===== src/rtl/usb_link_led_pkg.sv =====
package usb_link_led_pkg;

    typedef enum logic [2:0] {
        LS_UNCONF     = 3'd0,
        LS_ENUM_BLINK = 3'd1,
        LS_ADDR_ON    = 3'd2,
        LS_ACK_OFF    = 3'd3,
        LS_SUSPEND    = 3'd4
    } led_state_e;

    // LED is lit only in the blink and steady-on states
    function automatic logic state_lit(input led_state_e s);
        return (s == LS_ENUM_BLINK) || (s == LS_ADDR_ON);
    endfunction

endpackage


===== src/rtl/usb_link_led_addr.sv =====
// Remembers whether the device currently holds an address.
module usb_link_led_addr (
    input  logic clk,
    input  logic rst,
    input  logic addr_set,
    input  logic drop,
    output logic addr_q,
    output logic addr_n
);

    always_comb begin
        if (drop)
            addr_n = 1'b0;
        else if (addr_set)
            addr_n = 1'b1;
        else
            addr_n = addr_q;
    end

    always_ff @(posedge clk) begin
        if (rst)
            addr_q <= 1'b0;
        else
            addr_q <= addr_n;
    end

endmodule


===== src/rtl/usb_link_led_timer.sv =====
// Shared down-counter for blink and off-pulse intervals.
module usb_link_led_timer #(
    parameter int W = 8
) (
    input  logic         clk,
    input  logic         rst,
    input  logic         load,
    input  logic [W-1:0] load_val,
    output logic         done
);

    logic [W-1:0] cnt_q;

    always_ff @(posedge clk) begin
        if (rst)
            cnt_q <= '0;
        else if (load)
            cnt_q <= load_val;
        else if (cnt_q != '0)
            cnt_q <= cnt_q - 1'b1;
    end

    assign done = (cnt_q == '0);

endmodule


===== src/rtl/usb_link_led_fsm.sv =====
// Link-state machine and registered LED output.
module usb_link_led_fsm
    import usb_link_led_pkg::*;
#(
    parameter int W         = 8,
    parameter int PULSE_LEN = 20,
    parameter int BLINK_LEN = 5
) (
    input  logic         clk,
    input  logic         rst,
    input  logic         suspend,
    input  logic         drop,
    input  logic         enum_evt,
    input  logic         ack_evt,
    input  logic         addr_n,
    input  logic         tmr_done,
    output logic         tmr_load,
    output logic [W-1:0] tmr_val,
    output led_state_e   state_q,
    output logic         led
);

    localparam logic [W-1:0] PULSE_LD = W'(PULSE_LEN - 1);
    localparam logic [W-1:0] BLINK_LD = W'(BLINK_LEN - 1);

    led_state_e state_n;
    logic       hold;

    // state register
    always_ff @(posedge clk) begin
        if (rst)
            state_q <= LS_UNCONF;
        else
            state_q <= state_n;
    end

    // whether a timed state may continue
    always_comb begin
        unique case (state_q)
            LS_ACK_OFF:    hold = addr_n && !tmr_done;
            LS_ENUM_BLINK: hold = !addr_n && !tmr_done;
            LS_UNCONF,
            LS_ADDR_ON,
            LS_SUSPEND:    hold = 1'b0;
            default:       hold = 1'b0;
        endcase
    end

    // next state and timer load
    always_comb begin
        state_n  = state_q;
        tmr_load = 1'b0;
        tmr_val  = PULSE_LD;
        if (suspend) begin
            state_n = LS_SUSPEND;
        end else if (drop) begin
            state_n = LS_UNCONF;
        end else if (addr_n) begin
            if (ack_evt) begin
                state_n  = LS_ACK_OFF;
                tmr_load = 1'b1;
                tmr_val  = PULSE_LD;
            end else if (hold && state_q == LS_ACK_OFF) begin
                state_n = LS_ACK_OFF;
            end else begin
                state_n = LS_ADDR_ON;
            end
        end else begin
            if (enum_evt) begin
                state_n  = LS_ENUM_BLINK;
                tmr_load = 1'b1;
                tmr_val  = BLINK_LD;
            end else if (hold && state_q == LS_ENUM_BLINK) begin
                state_n = LS_ENUM_BLINK;
            end else begin
                state_n = LS_UNCONF;
            end
        end
    end

    // registered LED output
    always_ff @(posedge clk) begin
        if (rst)
            led <= 1'b0;
        else
            led <= state_lit(state_n);
    end

endmodule


===== src/rtl/usb_link_led.sv =====
module usb_link_led
    import usb_link_led_pkg::*;
#(
    parameter int TICKS_100MS = 20_000_000,
    parameter int BLINK_DIV   = 4
) (
    input  logic clk,
    input  logic rst,
    input  logic enum_evt,
    input  logic addr_set,
    input  logic addr_clr,
    input  logic ack_evt,
    input  logic bus_rst,
    input  logic suspend,
    output logic led
);

    localparam int PULSE_LEN = (TICKS_100MS < 1) ? 1 : TICKS_100MS;
    localparam int BLINK_RAW = PULSE_LEN / ((BLINK_DIV < 1) ? 1 : BLINK_DIV);
    localparam int BLINK_LEN = (BLINK_RAW < 1) ? 1 : BLINK_RAW;
    localparam int CW        = (PULSE_LEN > 1) ? $clog2(PULSE_LEN) : 1;

    logic          drop;
    logic          addr_q;
    logic          addr_n;
    logic          tmr_load;
    logic [CW-1:0] tmr_val;
    logic          tmr_done;
    led_state_e    state_q;

    assign drop = bus_rst | addr_clr;

    usb_link_led_addr u_addr (
        .clk      (clk),
        .rst      (rst),
        .addr_set (addr_set),
        .drop     (drop),
        .addr_q   (addr_q),
        .addr_n   (addr_n)
    );

    usb_link_led_timer #(.W(CW)) u_timer (
        .clk      (clk),
        .rst      (rst),
        .load     (tmr_load),
        .load_val (tmr_val),
        .done     (tmr_done)
    );

    usb_link_led_fsm #(
        .W         (CW),
        .PULSE_LEN (PULSE_LEN),
        .BLINK_LEN (BLINK_LEN)
    ) u_fsm (
        .clk      (clk),
        .rst      (rst),
        .suspend  (suspend),
        .drop     (drop),
        .enum_evt (enum_evt),
        .ack_evt  (ack_evt),
        .addr_n   (addr_n),
        .tmr_done (tmr_done),
        .tmr_load (tmr_load),
        .tmr_val  (tmr_val),
        .state_q  (state_q),
        .led      (led)
    );

endmodule


===== config.mk =====
export PLATFORM = sky130hd
export DESIGN_NAME = usb_link_led
export DESIGN_NICKNAME = d
export VERILOG_FILES = /design/src/rtl/usb_link_led_pkg.sv /design/src/rtl/usb_link_led_addr.sv /design/src/rtl/usb_link_led_timer.sv /design/src/rtl/usb_link_led_fsm.sv /design/src/rtl/usb_link_led.sv
export SDC_FILE = /design/constraint.sdc
export NUM_CORES = 1
export LEC_CHECK = 0
export ABC_CLOCK_PERIOD_IN_PS = 3150
export BUFFER_PORTS_ARGS = -buffer_cell sky130_fd_sc_hd__buf_2
export CORE_MARGIN = 2
export CORE_UTILIZATION = 60
export CTS_BUF_LIST = sky130_fd_sc_hd__clkbuf_16
export DETAILED_ROUTE_END_ITERATION = 10
export GPL_TIMING_DRIVEN = 0
export PLACE_DENSITY = 0.76
export RECOVER_POWER = 25
export SYNTH_ARGS = -nofsm -noshare
export SYNTH_HDL_FRONTEND = slang
export SYNTH_HIERARCHICAL = 1
export SYNTH_SLANG_ARGS = --single-unit

===== constraint.sdc =====
create_clock -name clk -period 3.15 [get_ports clk]
set_input_delay 0.63 -clock clk [delete_from_list [all_inputs] [get_ports clk]]
set_output_delay 0.63 -clock clk [all_outputs]
set_load 0.01 [all_outputs]

==> impl_metrics.tcl, run 1 <==
set metrics [dict create \
    worst_setup_path_start_kind "input pin" \
    cpPeakStageDelay_ns 0.35 \
    wl_um 3510 \
    clockBufferDepth 2 \
    overflow 0 \
    cts_htree_levels 2 \
    vias_per_cell 5.429 \
    drive_gt1_frac 0.2174 \
    layout_common_cells "30 x dfxtp_1, 25 x nand2_1, 23 x buf_4, 17 x xnor2_1, 12 x o21ai_0" \
    path_buf_inv 3 \
    syn_avg_cell_area_sq_um 8.667 \
    core_area_sq_mm 0.002781 \
    syn2layout_area_growth_pct 13.45 \
    synthCells 206 \
    numCtsBuffers 5 \
    fin_crit_ns 2.909 \
    gp_congestion 0.8408 \
    final_hold_viol_count 0 \
    setup_violations 0 \
    synth_edf_count 0 \
    rsz0062_at_grt "false" \
    powerDensity_mw_per_mm2 1075 \
    fp.dieW_um 58.55 \
    crit_chain "buf_2 > or2_1 > nor2_1 > nand2_1 > a211oi_1 > buf_1 > nor2_1 > o21ai_1 > buf_2 > o21ai_0" \
    mostFrequentLayoutCell "dfxtp_1" \
    holdCritPathClass "reg -> reg" \
    seq_area_frac_synth 0.3364 \
    fin_ws_ns 0.2407 \
    slew_viol_final 0 \
    detail-route-antenna-nets 0 \
    timing.final.crit_share 0.9236 \
    root_buffer "clkbuf_16" \
    clk_pin_slew_ns 0.05 \
    hold_buffers 0 \
    grt_max_degree 11 \
    place_ws_ns -0.02505 \
    cts.sinks 30 \
    clock_latency_ns 0.27 \
    worstMarginPinSlew_ns 0.6589 \
    nFillCells 219 \
    critical_path.top_delay_family "simple AND/OR/NAND/NOR gates" \
    ys_warn_count 6 \
    status "complete, no violations" \
    cp_slowest_cell "buf_1" \
    n_antenna_cell 0 \
    relSlewSlack 0.5591 \
    crit_type "in -> reg" \
    synth_seq_cells 30 \
    irDropWorstVdd_mv 0.8480 \
    clock.fmax_ghz 0.3437 \
    dieArea_sq_mm 0.003428 \
    finClkSkew_ns 0.002362 \
    portBuffers 8 \
    worstPathRequired_ns 3.29 \
    synth_cell_types 49 \
    drc_errors 0 \
    rows 19 \
    async_reset_ff_frac 0 \
    finish.utilization 0.7283 \
    wl_per_cell_um 13.45 \
    place_area_sq_mm 0.001898 \
    antenna_found_initial 0 \
    die_h_um 58.55 \
    start_util 0.6419 \
    grtUsageTotal 0.2240 \
    io-pin-count 9 \
    cp-end-kind "register" \
    first_iter_violations 53 \
    worstPathArrival_ns 3.05 \
    leakage_nw 0.8226 \
    cts_tree "yes" \
    fin_cells 261 \
    final_net_count 240 \
    first_pass_iters 4 \
    maxCapViolations 0 \
    synth_ff_type "dfxtp_1" \
    worstPathMaxFanout 10 \
    placed_cells 254 \
    vias 1417 \
    p_total_mw 2.177 \
    grt_pass1_wl_um 5837 \
    dp_hpwl_um 2494 \
    syn-cell-area_sq_mm 0.001785 \
    first_global_vias 1390 \
    fin_area_sq_mm 0.002026 \
]
[Yosys cell counts, types with 4 or more instances]
master   number  share of area
buf_4        23          0.097
xnor2_1      17          0.083
inv_1         5          0.011
o21ai_0      12          0.034
o21ai_1       4          0.011
nor2_1        9          0.019
nor3_1        9          0.025
a22o_1        5          0.025
nor4_1        6          0.021
a21oi_1       5          0.014
nand2_1      25          0.053
dfxtp_1      30           0.34
[worst reg2reg max path: cells and delay by family (launching register included)]
kind | cells | cell delay (ns)
flip-flops | 1 | 0.32
AO/OA/AOI/OAI | 3 | 0.70
AND/OR/NAND/NOR | 4 | 0.68
buffers and inverters | 2 | 0.65
[power by group]
group | total [mW] | internal (mW) | switching, mW | leakage, nW
registers | 0.671 | 0.516 | 0.155 | 0.246
logic | 1.08 | 0.511 | 0.567 | 0.505
clock network | 0.427 | 0.280 | 0.147 | 0.0723
total | 2.18 | 1.31 | 0.869 | 0.823
[stage by stage]
step	hold slack [ns]	setup TNS, ns
floorplan	0.4586	0
global placement	0.4754	0
detailed placement	0.4827	-0.05666
CTS	0.4936	0
global route	0.5322	0
finish	0.4871	0
[cells by family after synthesis]
| logic type | synth area share |
|---|---|
| AOI/OAI and AO/OA | 0.1339 |
| xor gates and xnor gates | 0.09811 |
| adders and majority gates | 0.01401 |
| buffers and inverters | 0.1163 |
| DFF | 0.3364 |
| muxes | 0.01191 |
| other | 0.004206 |
| and+or+nand+nor | 0.2852 |
[metal layers]
metal | part of all wire | GRT usage | wire (um) | up-vias
li1 | - | - | - | 737
met3 | 0.032 | 0.06813 | 113 | 2
met1 | 0.46 | 0.2531 | 1618 | 660
met4 | 0.0066 | 0.06977 | 23 | 0
met5 | 0 | 0 | 0 | -
met2 | 0.50 | 0.4013 | 1753 | 18
[cell type report]
| class | count | area (sq um) | area share |
|---|---|---|---|
| Inverter | 5 | 18.77 | 0.009265 |
| Multi-Input combinational cell | 153 | 1008 | 0.4978 |
| Timing Repair Buffer | 8 | 37.54 | 0.01853 |
| Sequential cell | 30 | 600.6 | 0.2965 |
| Clock buffer | 5 | 125.1 | 0.06177 |
| Clock inverter | 2 | 7.507 | 0.003706 |
| Tap cell | 31 | 38.79 | 0.01915 |
| Buffer | 27 | 188.9 | 0.09327 |
[final timing paths]
path / from / to / slack, ns / cells after the start
worst max register to register: u_addr/addr_q / u_timer/cnt_q[20] / 0.67 / 9
worst max-delay path: addr_clr / u_timer/cnt_q[20] / 0.24 / 10
worst min register to register: u_addr/addr_q / u_addr/addr_q / 0.49 / 2
worst min-delay path: u_addr/addr_q / u_addr/addr_q / 0.49 / 2
[what timing repair did]
action	CTS	global route
endpoints found under the setup margin	0	1
buffers inserted	0	0
resized for setup	0	1
[flip-flops by register name, summed over array words and instances (netlist names)]
signal / flops
u_fsm/led: 1
u_timer/cnt_q: 25
u_addr/addr_q: 1
u_fsm/state_q: 3
Note: power is estimated with default switching activity, not from simulation.
==> run 2, diff against run 1 <==
- REMOVE_ABC_BUFFERS: unset -> 1
==> impl_metrics.tcl, run 2 (synthesis results as in run 1) <==
set metrics [dict create \
    critical_path.top_delay_family "compound AO/OA/AOI/OAI gates" \
    vias_per_cell 5.723 \
    start_util 0.6419 \
    finClkSkew_ns 0.003574 \
    worstPathMaxFanout 16 \
    clock_latency_ns 0.28 \
    grtUsageTotal 0.2234 \
    cts.sinks 30 \
    mostFrequentLayoutCell "dfxtp_1" \
    leakage_nw 0.7028 \
    worst_setup_path_start_kind "input pin" \
    drive_gt1_frac 0.1422 \
    fin_cells 235 \
    cp-end-kind "register" \
    cts_tree "yes" \
    cts_setup_buffers 0 \
    dp_hpwl_um 2245 \
    p_switching_uw 879.7 \
    clockBufferDepth 2 \
    intPower_mw 1.298 \
    powerDensity_mw_per_mm2 1173 \
    cts_htree_levels 2 \
    first_iter_violations 32 \
    syn2layout_area_growth_pct 3.994 \
    rows 19 \
    worstPathArrival_ns 2.95 \
    relSlewSlack 0.5626 \
    detail-route-antenna-nets 0 \
    wl_um 3308 \
    seqPwrFrac 0.308 \
    placed_cells 227 \
    irDropWorstVdd_mv 0.8381 \
    fin_crit_ns 2.785 \
    status "complete, no violations" \
    top_register "u_timer/cnt_q" \
    grt_max_degree 22 \
    wl_per_cell_um 14.08 \
    first_global_vias 1331 \
    root_buffer "clkbuf_16" \
    final_net_count 213 \
    top_regs "u_timer/cnt_q (25), u_fsm/state_q (3)" \
    swShare 0.4039 \
    finish.utilization 0.6676 \
    portBuffers 8 \
    rsz0062_at_grt "false" \
    crit_type "in -> reg" \
    overflow 0 \
    cpMostUsedCell "nor2_1" \
    cpPeakStageDelay_ns 0.57 \
    grt_pass1_wl_um 5713 \
    vias 1345 \
    maxCapViolations 0 \
    timing.final.crit_share 0.8841 \
    worstPathRequired_ns 3.32 \
    clock.fmax_ghz 0.3591 \
    first_pass_iters 4 \
    die_h_um 58.55 \
    setup_violations 0 \
    n_antenna_cell 0 \
    crit_chain "buf_2 > or2_0 > nor2_1 > nand2_1 > a211oi_2 > nor2_1 > o21ai_2 > a21oi_1 > a21o_1" \
    core_area_sq_mm 0.002781 \
    cp_slowest_cell "a211oi_2" \
    antenna_found_initial 0 \
    numCtsBuffers 5 \
    io-pin-count 9 \
    clk_pin_slew_ns 0.05 \
    largest_reg_flops 25 \
    worstMarginPinSlew_ns 0.6560 \
    path_buf_inv 1 \
    p_comb_frac 0.487 \
    holdCritPathClass "reg -> reg" \
    hold_buffers 0 \
    gp_congestion 0.8485 \
    pwr-share-clk 0.204 \
    fp.dieW_um 58.55 \
    layout_common_cells "30 x dfxtp_1, 25 x nand2_1, 17 x xnor2_1, 12 x o21ai_0, 11 x conb_1" \
    slew_viol_final 0 \
    final_hold_viol_count 0 \
    drc_errors 0 \
    dieArea_sq_mm 0.003428 \
]
-- run 2: layout make-up --
type	count	area, sq um
Multi-Input combinational cell	153	1025
Fill cell	240	924.6
Sequential cell	30	600.6
Clock buffer	5	125.1
Tap cell	31	38.79
Timing Repair Buffer	8	37.54
Inverter	5	18.77
Clock inverter	3	11.26
-- run 2: per-layer routing --
metal  GRT usage  wire [um]  up-vias
met1      0.2639       1524      639
met5           0          0        -
li1            -          -      677
met3     0.05275        153        7
met2      0.3708       1569       22
met4      0.1262         60        0
-- run 2: repair_timing --
action                                  4_1_cts  5_1_grt
pin swaps                                     0        0
endpoints found under the setup margin       20       16
resized for setup                             2        2
gates cloned                                  0        0
-- run 2: power groups by stage --
stage,Combinational (mW),Sequential (mW),Clock (mW)
after floorplan,0.886,0.640,0
after global routing,1.16,0.687,0.465
final,1.06,0.672,0.444
after global placement,1.01,0.666,0
after CTS,1.06,0.670,0.449
after detailed placement,1.05,0.674,0
-- run 2: worst min-delay path: cells and delay by family, from the launching register on --
kind | cells | cell delay (ns)
simple gates | 2 | 0.12
flops | 1 | 0.32
-- run 2: worst paths after layout --
path / slack [ns] / end / start / depth (start not counted)
max: 0.36 / u_timer/cnt_q[7] / addr_clr / 9
min: 0.48 / u_addr/addr_q / u_addr/addr_q / 2
min reg2reg: 0.48 / u_addr/addr_q / u_addr/addr_q / 2
max reg2reg: 0.74 / u_fsm/state_q[0] / u_timer/cnt_q[0] / 8
-- run 2: per-stage QoR --
stage	hold slack [ns]	worst slack, ns	TNS (ns)	total power [mW]	instance area (sq um)
floorplan	0.4586	0.1128	0	1.526	1630
global placement	0.4750	-0.6786	-11.83	1.681	1709
detailed placement	0.4774	-0.6979	-12.46	1.724	1709
CTS	0.4886	0.08552	0	2.183	1853
global route	0.5162	0.1028	0	2.316	1857
finish	0.4801	0.3650	0	2.178	1857
==> run 3, diff against run 2 <==
- CORE_ASPECT_RATIO: unset -> 1.1
- CORE_UTILIZATION: 60 -> 62
- CTS_BUF_LIST: sky130_fd_sc_hd__clkbuf_16 -> sky130_fd_sc_hd__clkbuf_4 sky130_fd_sc_hd__clkbuf_8
- PLACE_DENSITY: 0.76 -> 0.79
- SYNTH_HIERARCHICAL: 1 -> unset
==> impl_metrics.tcl, run 3 <==
set metrics [dict create \
    clock.fmax_ghz 0.4170 \
    maxCapViolations 0 \
    crit_chain "nor4_1 > and4_1 > nand4_1 > xnor2_1 > a21oi_1" \
    status "complete, no violations" \
    clk_pin_slew_ns 0.10 \
    powerDensity_mw_per_mm2 1275 \
    synthCells 183 \
    cts_setup_buffers 0 \
    rows 19 \
    overflow 0 \
    cts_resized 0 \
    yosys.area_share.adder 0.007813 \
    relSlewSlack 0.2410 \
    portBuffers 8 \
    path_buf_inv 0 \
    reg2reg_from "u_timer.cnt_q[16]" \
    p_comb_frac 0.578 \
    cts.sinks 30 \
    critical_path.top_delay_family "simple AND/OR/NAND/NOR gates" \
    cp_slowest_cell "nor4_1" \
    p_total_mw 2.118 \
    crit_type "reg -> reg" \
    hp-start "u_timer.cnt_q[24]" \
    synth.area.mux_share 0 \
    hold_end "u_timer.cnt_q[24]" \
    cp-end-kind "register" \
    grtUsageTotal 0.2628 \
    syn2layout_area_growth_pct 3.750 \
    place_area_sq_mm 0.001638 \
    root_buffer "clkbuf_4" \
    fin_area_sq_mm 0.001662 \
    drc_errors 0 \
    intPower_mw 1.051 \
    syn_avg_cell_area_sq_um 8.752 \
    slew_viol_final 0 \
    top_regs "u_timer.cnt_q (25), u_fsm.state_q (3)" \
    wl_per_cell_um 15.68 \
    gp_congestion 0.8302 \
    wl_um 3449 \
    grt_pass1_wl_um 5961 \
    worstPathArrival_ns 2.56 \
    final_hold_viol_count 0 \
    p_switching_mw 1.067 \
    first_global_vias 1387 \
    ys_warn_count 0 \
    synthXorXnorAreaFrac 0.08203 \
    cp.depth 5 \
    synth_seq_cells 30 \
    start_util 0.6478 \
    seqPwrFrac 0.323 \
    async_reset_ff_frac 0 \
    synth_top_area_share 0.3750 \
    n_antenna_cell 0 \
    syn-cell-area_sq_mm 0.001602 \
    rsz0062_at_grt "false" \
    startpoint "u_timer.cnt_q[16]" \
    dieArea_sq_mm 0.003006 \
    yosysMostFrequentCell "dfxtp_1" \
    mostFrequentLayoutCell "dfxtp_1" \
    reg2reg_to "u_timer.cnt_q[0]" \
    top_register "u_timer.cnt_q" \
    clockBufferDepth 2 \
    worstMarginPinSlew_ns 1.138 \
    worstPathMaxFanout 9 \
    cpPeakStageDelay_ns 0.59 \
    worst-r2r-cell-count 5 \
    fp.dieW_um 52.46 \
    worstPathRequired_ns 3.31 \
    reg2reg_setup_slack_ns 0.75 \
    seq_area_frac_synth 0.3750 \
    setup_tns_ns 0 \
    first_iter_violations 53 \
    dp_hpwl_um 2454 \
    finClkSkew_ns 0.008580 \
    worst_setup_path_start_kind "register" \
    synth_top_family_by_area "simple AND/OR/NAND/NOR gates" \
    vias 1440 \
    finish.utilization 0.6721 \
    pwr-share-clk 0.099 \
    numCtsBuffers 5 \
    antenna_found_initial 0 \
    detail-route-antenna-nets 0 \
    setup_violations 0 \
    synth_compound_area_frac 0.2297 \
    fin_hold_ws_ns 0.4892 \
    swShare 0.5038 \
    seqCellArea_sq_um 600.6 \
    grt_max_degree 28 \
    holdCritPathClass "reg -> reg" \
    drive_gt1_frac 0.1058 \
    synth_ff_type "dfxtp_1" \
    core_area_sq_mm 0.002472 \
    hold_buffers 0 \
    cts_tree "yes" \
    clock_latency_ns 0.33 \
    timing.final.crit_share 0.7612 \
    synthSimpleGateAreaFrac 0.2719 \
    die_h_um 57.31 \
    largest_reg_flops 25 \
    leakage_nw 0.5877 \
    irDropWorstVdd_mv 0.9346 \
    multiInputGateArea_sq_um 925.9 \
    min_path_cells 2 \
    fin_crit_ns 2.398 \
    synth_cell_types 44 \
    cts_htree_levels 2 \
    nFillCells 210 \
    layout_common_cells "30 x dfxtp_1, 18 x nor2_1, 18 x a21oi_1" \
    synth_edf_count 0 \
    io-pin-count 9 \
    synthTopCellsByArea "dfxtp_1 38%, a21oi_1 5.6%, xor2_1 4.4%, nor2_1 4.2%, nor4_4 4.0%" \
    final_net_count 198 \
    ys_top_cells_by_count "30 x dfxtp_1, 18 x a21oi_1, 18 x nor2_1" \
    first_pass_iters 4 \
    vias_per_cell 6.545 \
    synth_top_area_cell "dfxtp_1" \
]
run 3: cell types whose count changed after synthesis, moves of 5 or more:
| cell | change |
|---|---|
| xor2_1 | +5 |
| xnor2_1 | -10 |
| nor2_1 | +9 |
| a21oi_1 | +13 |
| nor3_1 | -5 |
| o22ai_1 | +5 |
| nand3_1 | +6 |
| buf_4 | -21 |
| nand2_1 | -17 |
run 3: how the worst max path moves through the flow:
| stage | end | slack (ns) |
|---|---|---|
| finish | u_timer.cnt_q[0] | 0.75 |
| global route | u_timer.cnt_q[0] | 0.57 |
| CTS | u_timer.cnt_q[0] | 1.03 |
| detailed placement | u_timer.cnt_q[21] | 0.96 |
| global placement | u_timer.cnt_q[21] | 1.02 |
| floorplan | u_fsm.state_q[0] | 1.30 |
run 3: logic make-up (layout without fill, tap and decap cells):
kind of cell               count (synthesis)  in the layout
buffers and inverters                     12             18
AOI/OAI and AO/OA                         54             54
DFF                                       30             30
xor gates and xnor gates                  15             15
and+or+nand+nor                           71             71
adders and majority gates                  1              1
run 3: per-stage QoR:
| stage | instances | setup WS (ns) |
|---|---|---|
| 2_1_floorplan | 174 | 1.298 |
| 3_3_place_gp | 213 | 1.019 |
| 3_5_place_dp | 213 | 0.9643 |
| 4_1_cts | 220 | 1.033 |
| 5_1_grt | 220 | 0.5696 |
| 6_report | 220 | 0.7521 |
run 3: per-layer routing:
layer	share of wire	GRT usage	vias to the layer above
li1	-	-	705
met1	0.42	0.3155	680
met2	0.51	0.4446	45
met3	0.045	0.07330	10
met4	0.022	0.09158	0
met5	0	0	-
run 3: area by class of cell:
cell class,count,area share
clock inverters,2,0.006024
repair buffers,8,0.02259
clock buffers,5,0.02259
multi-input cells,141,0.5572
flip-flops and latches,30,0.3614
well taps,31,0.02334
inverters,3,0.006777
run 3: power groups by stage:
stage	Combinational [mW]	Sequential (mW)	Clock, mW
2_1_floorplan	1.00	0.664	0
3_3_place_gp	1.18	0.689	0
3_5_place_dp	1.24	0.700	0
4_1_cts	1.25	0.692	0.217
5_1_grt	1.35	0.701	0.233
6_report	1.22	0.685	0.210
run 3: worst min-delay path: stages (launching register included):
cell	delay, ns
dfxtp_1	0.32
o311ai_1	0.07
a21oi_1	0.06
